===== src/rtl/dfc_diag_detect.sv =====
module dfc_diag_detect #(
  parameter int GRID = 4
) (
  input  logic [8*GRID*GRID-1:0] ref_state,
  input  logic [8*GRID*GRID-1:0] obs_state,
  output logic [GRID-1:0]        diag_mask
);
  logic [GRID-1:0][GRID-1:0] byte_hit;

  for (genvar d = 0; d < GRID; d++) begin : g_diag
    for (genvar r = 0; r < GRID; r++) begin : g_row
      localparam int COL = (r + d) % GRID;
      localparam int LSB = 8 * (GRID * COL + r);
      assign byte_hit[d][r] = |(ref_state[LSB +: 8] ^ obs_state[LSB +: 8]);
    end
    assign diag_mask[d] = |byte_hit[d];
  end
endmodule


===== src/rtl/dfc_class_encode.sv =====
module dfc_class_encode #(
  parameter int GRID    = 4,
  parameter int CLASS_W = 3
) (
  input  logic [GRID-1:0]    diag_mask,
  output logic [CLASS_W-1:0] fault_class
);
  always_comb begin
    fault_class = '0;
    for (int i = 0; i < GRID; i++) begin
      fault_class = fault_class + CLASS_W'(diag_mask[i]);
    end
  end
endmodule


===== src/rtl/dfc_event_counters.sv =====
module dfc_event_counters #(
  parameter int NUM_CLASSES = 5,
  parameter int CLASS_W     = 3,
  parameter int CNT_W       = 10
) (
  input  logic                         clk,
  input  logic                         rst,
  input  logic                         clear,
  input  logic                         sample_valid,
  input  logic [CLASS_W-1:0]           sample_class,
  input  logic [CNT_W-1:0]             run_len,
  output logic [NUM_CLASSES*CNT_W-1:0] class_counts,
  output logic [CNT_W-1:0]             sample_total,
  output logic                         run_done
);
  localparam logic [CNT_W-1:0] CNT_MAX = {CNT_W{1'b1}};

  logic [CNT_W-1:0] total_q;
  logic             limit_on;
  logic             run_closed;
  logic             accept;

  assign limit_on   = (run_len != '0);
  assign run_closed = limit_on && (total_q >= run_len);
  assign accept     = sample_valid && !clear && !run_closed;

  always_ff @(posedge clk) begin
    if (rst || clear) begin
      total_q <= '0;
    end else if (accept && total_q != CNT_MAX) begin
      total_q <= total_q + 1'b1;
    end
  end

  for (genvar k = 0; k < NUM_CLASSES; k++) begin : g_cls
    logic [CNT_W-1:0] cnt_q;
    always_ff @(posedge clk) begin
      if (rst || clear) begin
        cnt_q <= '0;
      end else if (accept && sample_class == CLASS_W'(k) && cnt_q != CNT_MAX) begin
        cnt_q <= cnt_q + 1'b1;
      end
    end
    assign class_counts[k*CNT_W +: CNT_W] = cnt_q;
  end

  assign sample_total = total_q;
  assign run_done     = run_closed;
endmodule


===== src/rtl/diag_fault_classifier.sv =====
module diag_fault_classifier #(
  parameter int GRID  = 4,
  parameter int CNT_W = 10
) (
  input  logic                               clk,
  input  logic                               rst,
  input  logic                               sample_valid,
  input  logic [8*GRID*GRID-1:0]             ref_state,
  input  logic [8*GRID*GRID-1:0]             obs_state,
  input  logic                               clear,
  input  logic [CNT_W-1:0]                   run_len,
  output logic                               result_valid,
  output logic [GRID-1:0]                    diag_mask,
  output logic [$clog2(GRID+1)-1:0]          fault_class,
  output logic [(GRID+1)*CNT_W-1:0]          class_counts,
  output logic [CNT_W-1:0]                   sample_total,
  output logic                               run_done
);
  localparam int NCLS    = GRID + 1;
  localparam int CLASS_W = $clog2(NCLS);

  logic [GRID-1:0]    mask_c;
  logic [CLASS_W-1:0] class_c;

  dfc_diag_detect #(.GRID(GRID)) u_detect (
    .ref_state (ref_state),
    .obs_state (obs_state),
    .diag_mask (mask_c)
  );

  dfc_class_encode #(.GRID(GRID), .CLASS_W(CLASS_W)) u_encode (
    .diag_mask   (mask_c),
    .fault_class (class_c)
  );

  dfc_event_counters #(.NUM_CLASSES(NCLS), .CLASS_W(CLASS_W), .CNT_W(CNT_W)) u_counters (
    .clk          (clk),
    .rst          (rst),
    .clear        (clear),
    .sample_valid (sample_valid),
    .sample_class (class_c),
    .run_len      (run_len),
    .class_counts (class_counts),
    .sample_total (sample_total),
    .run_done     (run_done)
  );

  always_ff @(posedge clk) begin
    if (rst) begin
      result_valid <= 1'b0;
      diag_mask    <= '0;
      fault_class  <= '0;
    end else begin
      result_valid <= sample_valid;
      if (sample_valid) begin
        diag_mask   <= mask_c;
        fault_class <= class_c;
      end
    end
  end
endmodule


===== config.mk =====
export PLATFORM = sky130hd
export DESIGN_NAME = diag_fault_classifier
export DESIGN_NICKNAME = d
export VERILOG_FILES = /design/src/rtl/dfc_diag_detect.sv /design/src/rtl/dfc_class_encode.sv /design/src/rtl/dfc_event_counters.sv /design/src/rtl/diag_fault_classifier.sv
export SDC_FILE = /design/constraint.sdc
export NUM_CORES = 1
export LEC_CHECK = 0
export ABC_AREA = 1
export CAP_MARGIN = 20
export CORE_AREA = 2 2 130 132
export DETAILED_ROUTE_END_ITERATION = 10
export DIE_AREA = 0 0 132 134
export PLACE_DENSITY = 0.76
export REMOVE_ABC_BUFFERS = 1
export SYNTH_ARGS = -nofsm -noshare
export SYNTH_HDL_FRONTEND = slang
export SYNTH_SLANG_ARGS = --single-unit

===== constraint.sdc =====
create_clock -name clk -period 5.2 [get_ports clk]
set_input_delay 1.56 -clock clk [delete_from_list [all_inputs] [get_ports clk]]
set_output_delay 1.56 -clock clk [all_outputs]
set_load 0.01 [all_outputs]

# After elaboration in Yosys (flattened, before gate mapping)
# Index checks and enable logic that the tools add are counted.
[op_classes]
add_sub_neg = 9
div = 0
reduce_logical = 23
magnitude_cmp = 1
multipliers = 0
n_eq_ne = 10
bitwise_logic = 16
n_mux = 0
n_shift = 0
[ops]
columns = ["cell", "n"]
rows = [
  ["32-bit OR reduction", 4],
  ["8-bit XOR", 16],
  ["10-bit by 1-bit adder with 10-bit output, second input constant", 6],
  ["10-bit inequality test, second input constant", 6],
  ["1-bit logical AND", 14],
  ["10-bit >= comparator", 1],
  ["10-bit nonzero test", 1],
  ["3-bit by 1-bit adder with 3-bit output", 2],
  ["3-bit by 2-bit == test with 1-bit output, second input constant", 2],
  ["3-bit by 1-bit == test with 1-bit output, second input constant", 1],
  ["3-bit == test, second input constant", 1],
  ["3-bit zero test", 1],
  ["1-bit by 1-bit adder with 2-bit output", 1],
  ["1-bit zero test", 2],
  ["1-bit logical OR", 1],
]
[word_totals]
inputBits = 270
regBits = 68
mem_count = 0
word_cells = 68
latchBits = 0
output_inout_bits = 69
ram_bits = 0
mem_bits_ro = 0

# Logic depth before layout (Yosys ltp)
# Gate-level depths: netlist of the first run.
[logic_depth]
depth_word = 8
depth_mapped = 17
ltp_nobuf = 16

# Cells and area by module
# From an unflattened synthesis of the first run, not the netlist that was laid out.
[unflattened]
cells_unflattened = 916
hier_area_um2 = 5936.9
[by_module_without_submodules]
columns = ["mod", "seq_area_each_um2", "cells_each", "n_inst", "area_per_inst_um2"]
rows = [
  ["dfc_event_counters", 1201.2, 513, 1, 3732.3],
  ["dfc_diag_detect", 0.0, 348, 1, 1826.8],
  ["diag_fault_classifier", 160.2, 47, 1, 314.1],
  ["dfc_class_encode", 0.0, 8, 1, 63.8],
]

# Least setup slack after synthesis of the first run
# Ideal clock, no wire load.
[synth_timing]
kind = "input to output"
startpoint = "input port run_len[9]"
endpoint = "output port run_done"
setup_slack_ns = 0.942
arrival_time_ns = 2.698
path_buffers = 2
stages = 9
path_cell_list = "inv_1 -> ha_1 -> a21o_1 -> nor2_1 -> nand3_1 -> nand2_2 -> buf_6 -> buf_6 -> inv_1"
[synth_between]
elab_chain_len = 2
elab_cells_between_ends = 3
classes_between = "1 x order compare; 2 x reduce/logical"
[synth_lines]
columns = ["element", "line_no", "source"]
rows = [
  ["start, declared", "diag_fault_classifier.sv:11", "input logic [CNT_W-1:0] run_len,"],
  ["10-bit >= comparator / 10-bit nonzero test (equally long branches)", "dfc_event_counters.sv:24, dfc_event_counters.sv:23", ""],
  ["1-bit logical AND (*)", "dfc_event_counters.sv:24", "assign run_closed = limit_on && (total_q >= run_len);"],
  ["end, declared", "diag_fault_classifier.sv:17", "output logic run_done"],
]
# Every way passes the cells marked *; elsewhere a longest branch is shown, timed or not.

# Worst setup path after layout of the first run
# Ends and elaborated chain as after synthesis.

==> flow_summary.toml, run 1 <==
[outcome]
outcome = "finished, final reports clean"

[critical_path]
critical_path_class = "in2out"
r2r_start = "u_counters.sample_total[5]$_SDFFE_PP0P_"
cp_data_required_time_ns = 3.64
cp.arrival_ns = 3.47
startpoint_type = "primary input"
worst_path_max_delay_cell = "clkdlybuf4s50_1"
r2r_setup_slack_ns = 2.83
crit_fanout = 2
critPathMaxStageDelay_ns = 0.53
ff2ff_path_depth = 10
worstSetupStartpoint = "run_len[9]"
crit_path_end_kind = "output port"
crit_path_cell_trace = "clkdlybuf4s50_1 -> inv_1 -> ha_1 -> nand2_1 -> nor2_1 -> nand3_1 -> nand3_1 -> nand2_2 -> inv_1 -> clkdlybuf4s50_1"
r2r_end = "u_counters.sample_total[0]$_SDFFE_PP0P_"

[cells_and_area]
drive_above_1_share_pct = 4.93
nNetsFinal = 1602
syn2layout_area_growth_pct = 66.4
design_area_um2 = 10000
fillCellCount = 1547

[synth]
syn_avg_cell_area_um2 = 6.18
synth_most_common_cell = "nand2_1"
syn_area_um2 = 6020
synth_warnings = 0
ys_seq_area_share_pct = 22.6
synthDistinctLibCells = 38
synth-async-reset-ratio_pct = 0
yosys.area.top_type = "dfxtp_1"
synth_ff_type = "dfxtp_1"
synth_edf_count = 0
synth_common_cells = "nand2_1, inv_1, nor2_1"
netlist_instances = 974
ys_seq_elements = 68
synth_top_area_share_pct = 22.6
synth_area_leaders = "dfxtp_1, nand2_1, inv_1"

[cts]
cts_resized = 0
cts_tree = "done"
ctsHtreeMaxLevel = 3
hold_buffers = 0
root_buffer = "clkbuf_16"
clock_latency_ns = 0.33
numCtsBuffers = 9
postCtsSetupBuffers = 0
clockBufferDepth = 2
cts_sinks = 68
path_clk_slew_ns = 0.05

[timing]
fmax_mhz = 199
rsz0062_at_grt = "no"
hold_slack_ns = 0.494
hold_viol = 0
max_slew_margin_pct = 52.7
post-route-period-util_pct = 96.7
period_minus_slack_ns = 5.03
setup-tns-final_ns = 0
fin_worst_skew_ns = 0.00658
finalSetupViolCount = 0
worst_pin_slew_ns = 0.708
drv_slew = 0

[detailed_routing]
first_pass_iters = 4
drtIter0Drc = 373
vias_per_cell = 4.67
vias = 7204
postRouteAntennaNets = 0
drcViolationCount = 0
drt-wirelength-per-cell_um = 15.2
drt-total-wl_mm = 23.4

[floorplan]
dieWidth_um = 132
dieArea_um2 = 17700
start_util_pct = 36.9
die_h_um = 134
ios = 339
row_count = 47
coreArea_um2 = 16300

[global_routing]
antenna_found_initial = 5
grt_max_degree = 38
track_usage_pct = 26.4
grt_pass1_vias = 6829
grt-ovfl-total = 0
grt_pass1_wl_mm = 36.2

[job]
max_cap_violations = 0

[placed_design]
place_congestion = 1.02
postPlaceCellArea_um2 = 9650
numPortBuffers = 338
hpwlAfterDp_mm = 20.0

[hold_path]
hold_class = "reg2reg"
min-delay-start = "fault_class[1]$_SDFFE_PP0P_"
min_path_cells = 2
hold_path_end = "fault_class[1]$_SDFFE_PP0P_"

[power]
power_leakage_nw = 4.30
irDropWorstVdd_v = 0.000116
power.density_nw_per_um2 = 165
==> cell families after synthesis <==
family                     after synthesis  share of synthesized area [%]
and+or+nand+nor                        542                           41.1
xor gates and xnor gates               100                           14.6
AOI/OAI and AO/OA                       62                           5.59
DFF                                     68                           22.6
adders and majority gates               19                           4.08
buffers and inverters                  183                           12.1
==> power breakdown <==
part,switching (mW),total (mW),internal (mW)
sequential,0.00406,0.531,0.527
combinational,0.146,0.405,0.259
clock,0.225,0.719,0.494
total,0.375,1.66,1.28
==> registers in the layout (all words and copies together) (netlist names) <==
signal,cells
u_counters.sample_total,10
fault_class,3
diag_mask,4
result_valid,1
u_counters.g_cls.cnt_q,50
==> metrics by stage <==
step                power [mW]  setup WS (ns)  cells  util, %
floorplan                0.670          0.754    955        -
global placement         0.942          0.153   1522     59.3
detailed placement       0.945          0.126   1522     59.3
CTS                       1.67          0.179   1538     61.4
global route              1.73         0.0517   1540     61.4
finish                    1.66          0.171   1541     61.5
==> worst max-delay path: cells and delay by family <==
kind / cells / cell delay [ns]
buffers and inverters: 4 / 1.08
and+or+nand+nor: 5 / 0.53
adders and majority gates: 1 / 0.30
==> worst max path at each step <==
stage                                           endpoint  slack [ns]  depth (start not counted)
4_1_cts                                         run_done        0.18                         10
3_3_place_gp   u_counters.g_cls[2].cnt_q[5]$_SDFFE_PP0P_        0.15                         15
3_5_place_dp   u_counters.g_cls[3].cnt_q[2]$_SDFFE_PP0P_        0.13                         17
5_1_grt                                         run_done        0.05                         10
6_report                                        run_done        0.17                         10
2_1_floorplan                                   run_done        0.75                          7
==> final cells by class <==
| type | count | area (um2) | area share, % |
|---|---|---|---|
| flip-flops and latches | 68 | 1360 | 13.6 |
| inverters | 164 | 616 | 6.15 |
| multi-input cells | 723 | 3940 | 39.3 |
| diodes | 3 | 7.51 | 0.0750 |
| clock inverters | 4 | 95.1 | 0.950 |
| well taps | 220 | 275 | 2.75 |
| repair buffers | 347 | 3460 | 34.6 |
| clock buffers | 12 | 256 | 2.56 |
==> cell usage in the layout, fill, tap and decap left out, types with 3 or more instances in the layout <==
master           synthesis  layout
bufinv_16                0       3
ha_1                    18      18
o211ai_1                 4       4
buf_4                    2       8
nand4_1                 50      50
dfxtp_1                 68      68
clkbuf_16                0       9
diode_2                  0       3
o21ai_0                 34      34
xor2_1                  52      52
nor2_1                 161     160
a21oi_1                 15      15
nor3_4                   4       4
nand3_1                 46      46
nand4_4                  3       3
clkdlybuf4s50_1          0     338
nor3_1                  31      31
nand2_1                212     212
o21ai_1                  3       3
or2_2                   23      23
xnor2_1                 48      48
inv_1                  161     161
a211oi_1                 3       3
==> per-layer routing <==
layer  wire [um]  global-route usage [%]
met5          41                       0
met4         466                    7.31
met3        2040                    8.54
met2       10800                    42.9
met1       10100                    33.6
No activity file was read; power rests on OpenSTA's default activity.
==> run 2: changes to the inputs <==
--- a/config.mk
+++ b/config.mk
@@ -5,12 +5,12 @@
 export SDC_FILE = /design/constraint.sdc
 export NUM_CORES = 1
 export LEC_CHECK = 0
-export ABC_AREA = 1
 export CAP_MARGIN = 20
-export CORE_AREA = 2 2 130 132
+export CORE_AREA = 5 5 127 129
 export DETAILED_ROUTE_END_ITERATION = 10
 export DIE_AREA = 0 0 132 134
-export PLACE_DENSITY = 0.76
+export DONT_BUFFER_PORTS = 1
+export PLACE_DENSITY = 0.47
 export REMOVE_ABC_BUFFERS = 1
 export SYNTH_ARGS = -nofsm -noshare
 export SYNTH_HDL_FRONTEND = slang
==> flow_summary.toml, run 2 <==
[outcome]
outcome = "finished, final reports clean"

[cts]
ctsHtreeMaxLevel = 3
postCtsSetupBuffers = 0
numCtsBuffers = 9
clock_latency_ns = 0.33
cts_resized = 0
path_clk_slew_ns = 0.06
cts_sinks = 68
cts_tree = "done"
clockBufferDepth = 2
hold_buffers = 0
root_buffer = "clkbuf_16"

[synth]
syn_avg_cell_area_um2 = 8.24
synth_area_leaders = "dfxtp_1, xnor2_1, nand4_1"
synth_edf_count = 0
synth_warnings = 0
syn_area_um2 = 5150
synth_most_common_cell = "xnor2_1"
ys_seq_area_share_pct = 26.4
synth-async-reset-ratio_pct = 0
synthDistinctLibCells = 52
yosys.area.top_type = "dfxtp_1"
synth_top_area_share_pct = 26.4
synth_ff_type = "dfxtp_1"
netlist_instances = 625
synth_common_cells = "xnor2_1, dfxtp_1, nor2_1"
ys_seq_elements = 68

[critical_path]
cp_data_required_time_ns = 5.42
critical-path-top-delay-family = "adder cells"
crit_top_cell = "ha_1"
crit_path_cell_trace = "xnor2_1 -> nand4_1 -> nor4_1 -> nand2_1 -> ha_1 -> fa_1 -> ha_1 -> nor3b_1 -> buf_4 -> nand3_1 -> a211o_1 -> a211oi_2 -> a21oi_1 -> a31o_2"
critical_path_class = "in2reg"
cp.arrival_ns = 5.00
critPathBufInv = 1
startpoint_type = "primary input"
worst_path_max_delay_cell = "fa_1"
critPathMaxStageDelay_ns = 0.40
crit_path_end_kind = "flip-flop"
crit_fanout = 4

[floorplan]
row_count = 45
dieArea_um2 = 17700
dieWidth_um = 132
die_h_um = 134
coreArea_um2 = 14900
start_util_pct = 34.5
ios = 339

[power]
irDropWorstVdd_v = 0.000119
power.density_nw_per_um2 = 217
power_leakage_nw = 1.87
power_mw = 1.25

[detailed_routing]
drt-wirelength-per-cell_um = 27.3
postRouteAntennaNets = 0
first_pass_iters = 4
drt-total-wl_mm = 22.6
drcViolationCount = 0
drtIter0Drc = 312
vias = 4920
vias_per_cell = 5.94

[global_routing]
antenna_found_initial = 0
grt-ovfl-total = 0
track_usage_pct = 24.3
grt_pass1_vias = 4831
grt_max_degree = 37
grt_pass1_wl_mm = 32.7

[cells_and_area]
most-common-layout-cells = "xnor2_1, dfxtp_1, nor2_1, nand4_1, nand2_1"
n_antenna_cell = 0
drive_above_1_share_pct = 8.28
largest_reg_flops = 50
finalNonFillerCells = 828
area.sequential_um2 = 1360
fillCellCount = 1530
multiInputGateArea_um2 = 3640
syn2layout_area_growth_pct = 11.4
nNetsFinal = 924
top_register = "u_counters.g_cls.cnt_q"
final_common_cell = "xnor2_1"
final_util_pct = 38.5

[timing]
finalSetupViolCount = 0
fmax_mhz = 209
fin_worst_skew_ns = 0.0101
rsz0062_at_grt = "no"
post-route-period-util_pct = 91.9
worst_pin_slew_ns = 0.843
setup-tns-final_ns = 0
max_slew_margin_pct = 43.2
period_minus_slack_ns = 4.78
drv_slew = 0
setup_ws_ns = 0.421
hold_viol = 0

[placed_design]
place_congestion = 1.01
hpwlAfterDp_mm = 19.2
place_worst_setup_slack_ns = 0.0209
numPortBuffers = 0
dp.cells = 812

[job]
max_cap_violations = 0

[hold_path]
hold_class = "reg2reg"
-- run 2: cell type report --
cell class | instances | share of cell area, %
Timing Repair Buffer | 20 | 2.61
Tap cell | 188 | 4.10
Clock buffer | 10 | 4.16
Inverter | 21 | 1.37
Sequential cell | 68 | 23.7
Clock inverter | 6 | 0.697
Multi-Input combinational cell | 515 | 63.3
-- run 2: kinds of logic (layout without fill, tap and decap cells) --
group,Yosys count,count (layout),share of synthesized area [%]
simple gates,232,232,23.9
xor+xnor,146,146,24.8
compound gates,110,110,15.5
flops,68,68,26.4
buf+inv,42,57,3.11
fa+ha+maj,19,19,4.76
mux,8,8,1.55
-- run 2: final timing paths --
| path | start | endpoint | slack, ns | cells after the start |
|---|---|---|---|---|
| min | fault_class[0]$_SDFFE_PP0P_ | fault_class[0]$_SDFFE_PP0P_ | 0.51 | 2 |
| max | obs_state[116] | u_counters.g_cls[3].cnt_q[7]$_SDFFE_PP0P_ | 0.42 | 14 |
| max reg2reg | u_counters.sample_total[7]$_SDFFE_PP0P_ | u_counters.sample_total[5]$_SDFFE_PP0P_ | 2.38 | 8 |
| min reg2reg | fault_class[0]$_SDFFE_PP0P_ | fault_class[0]$_SDFFE_PP0P_ | 0.51 | 2 |
-- run 2: worst min-delay path, cell delays in order, from the launching register on --
cell	delay [ns]
dfxtp_1	0.35
nand2_1	0.07
a21oi_1	0.06
-- run 2: report_power, final --
| part | switching (mW) | total, mW | internal [mW] |
|---|---|---|---|
| clock network | 0.237 | 0.572 | 0.335 |
| registers | 0.00627 | 0.531 | 0.525 |
| logic | 0.0595 | 0.145 | 0.0859 |
| total | 0.303 | 1.25 | 0.946 |
-- run 2: routing by layer --
layer	vias up	global-route usage (%)	wire, um
met3	12	8.51	2180
met1	2380	30.8	9410
met4	0	4.34	210
li1	2310	-	-
met5	-	0	0
met2	218	40.3	10800
-- run 2: through the flow --
step,hold WS [ns],area [um2]
5_1_grt,0.557,5740
6_report,0.510,5740
2_1_floorplan,0.474,5070
3_3_place_gp,0.503,5460
3_5_place_dp,0.506,5460
4_1_cts,0.514,5740
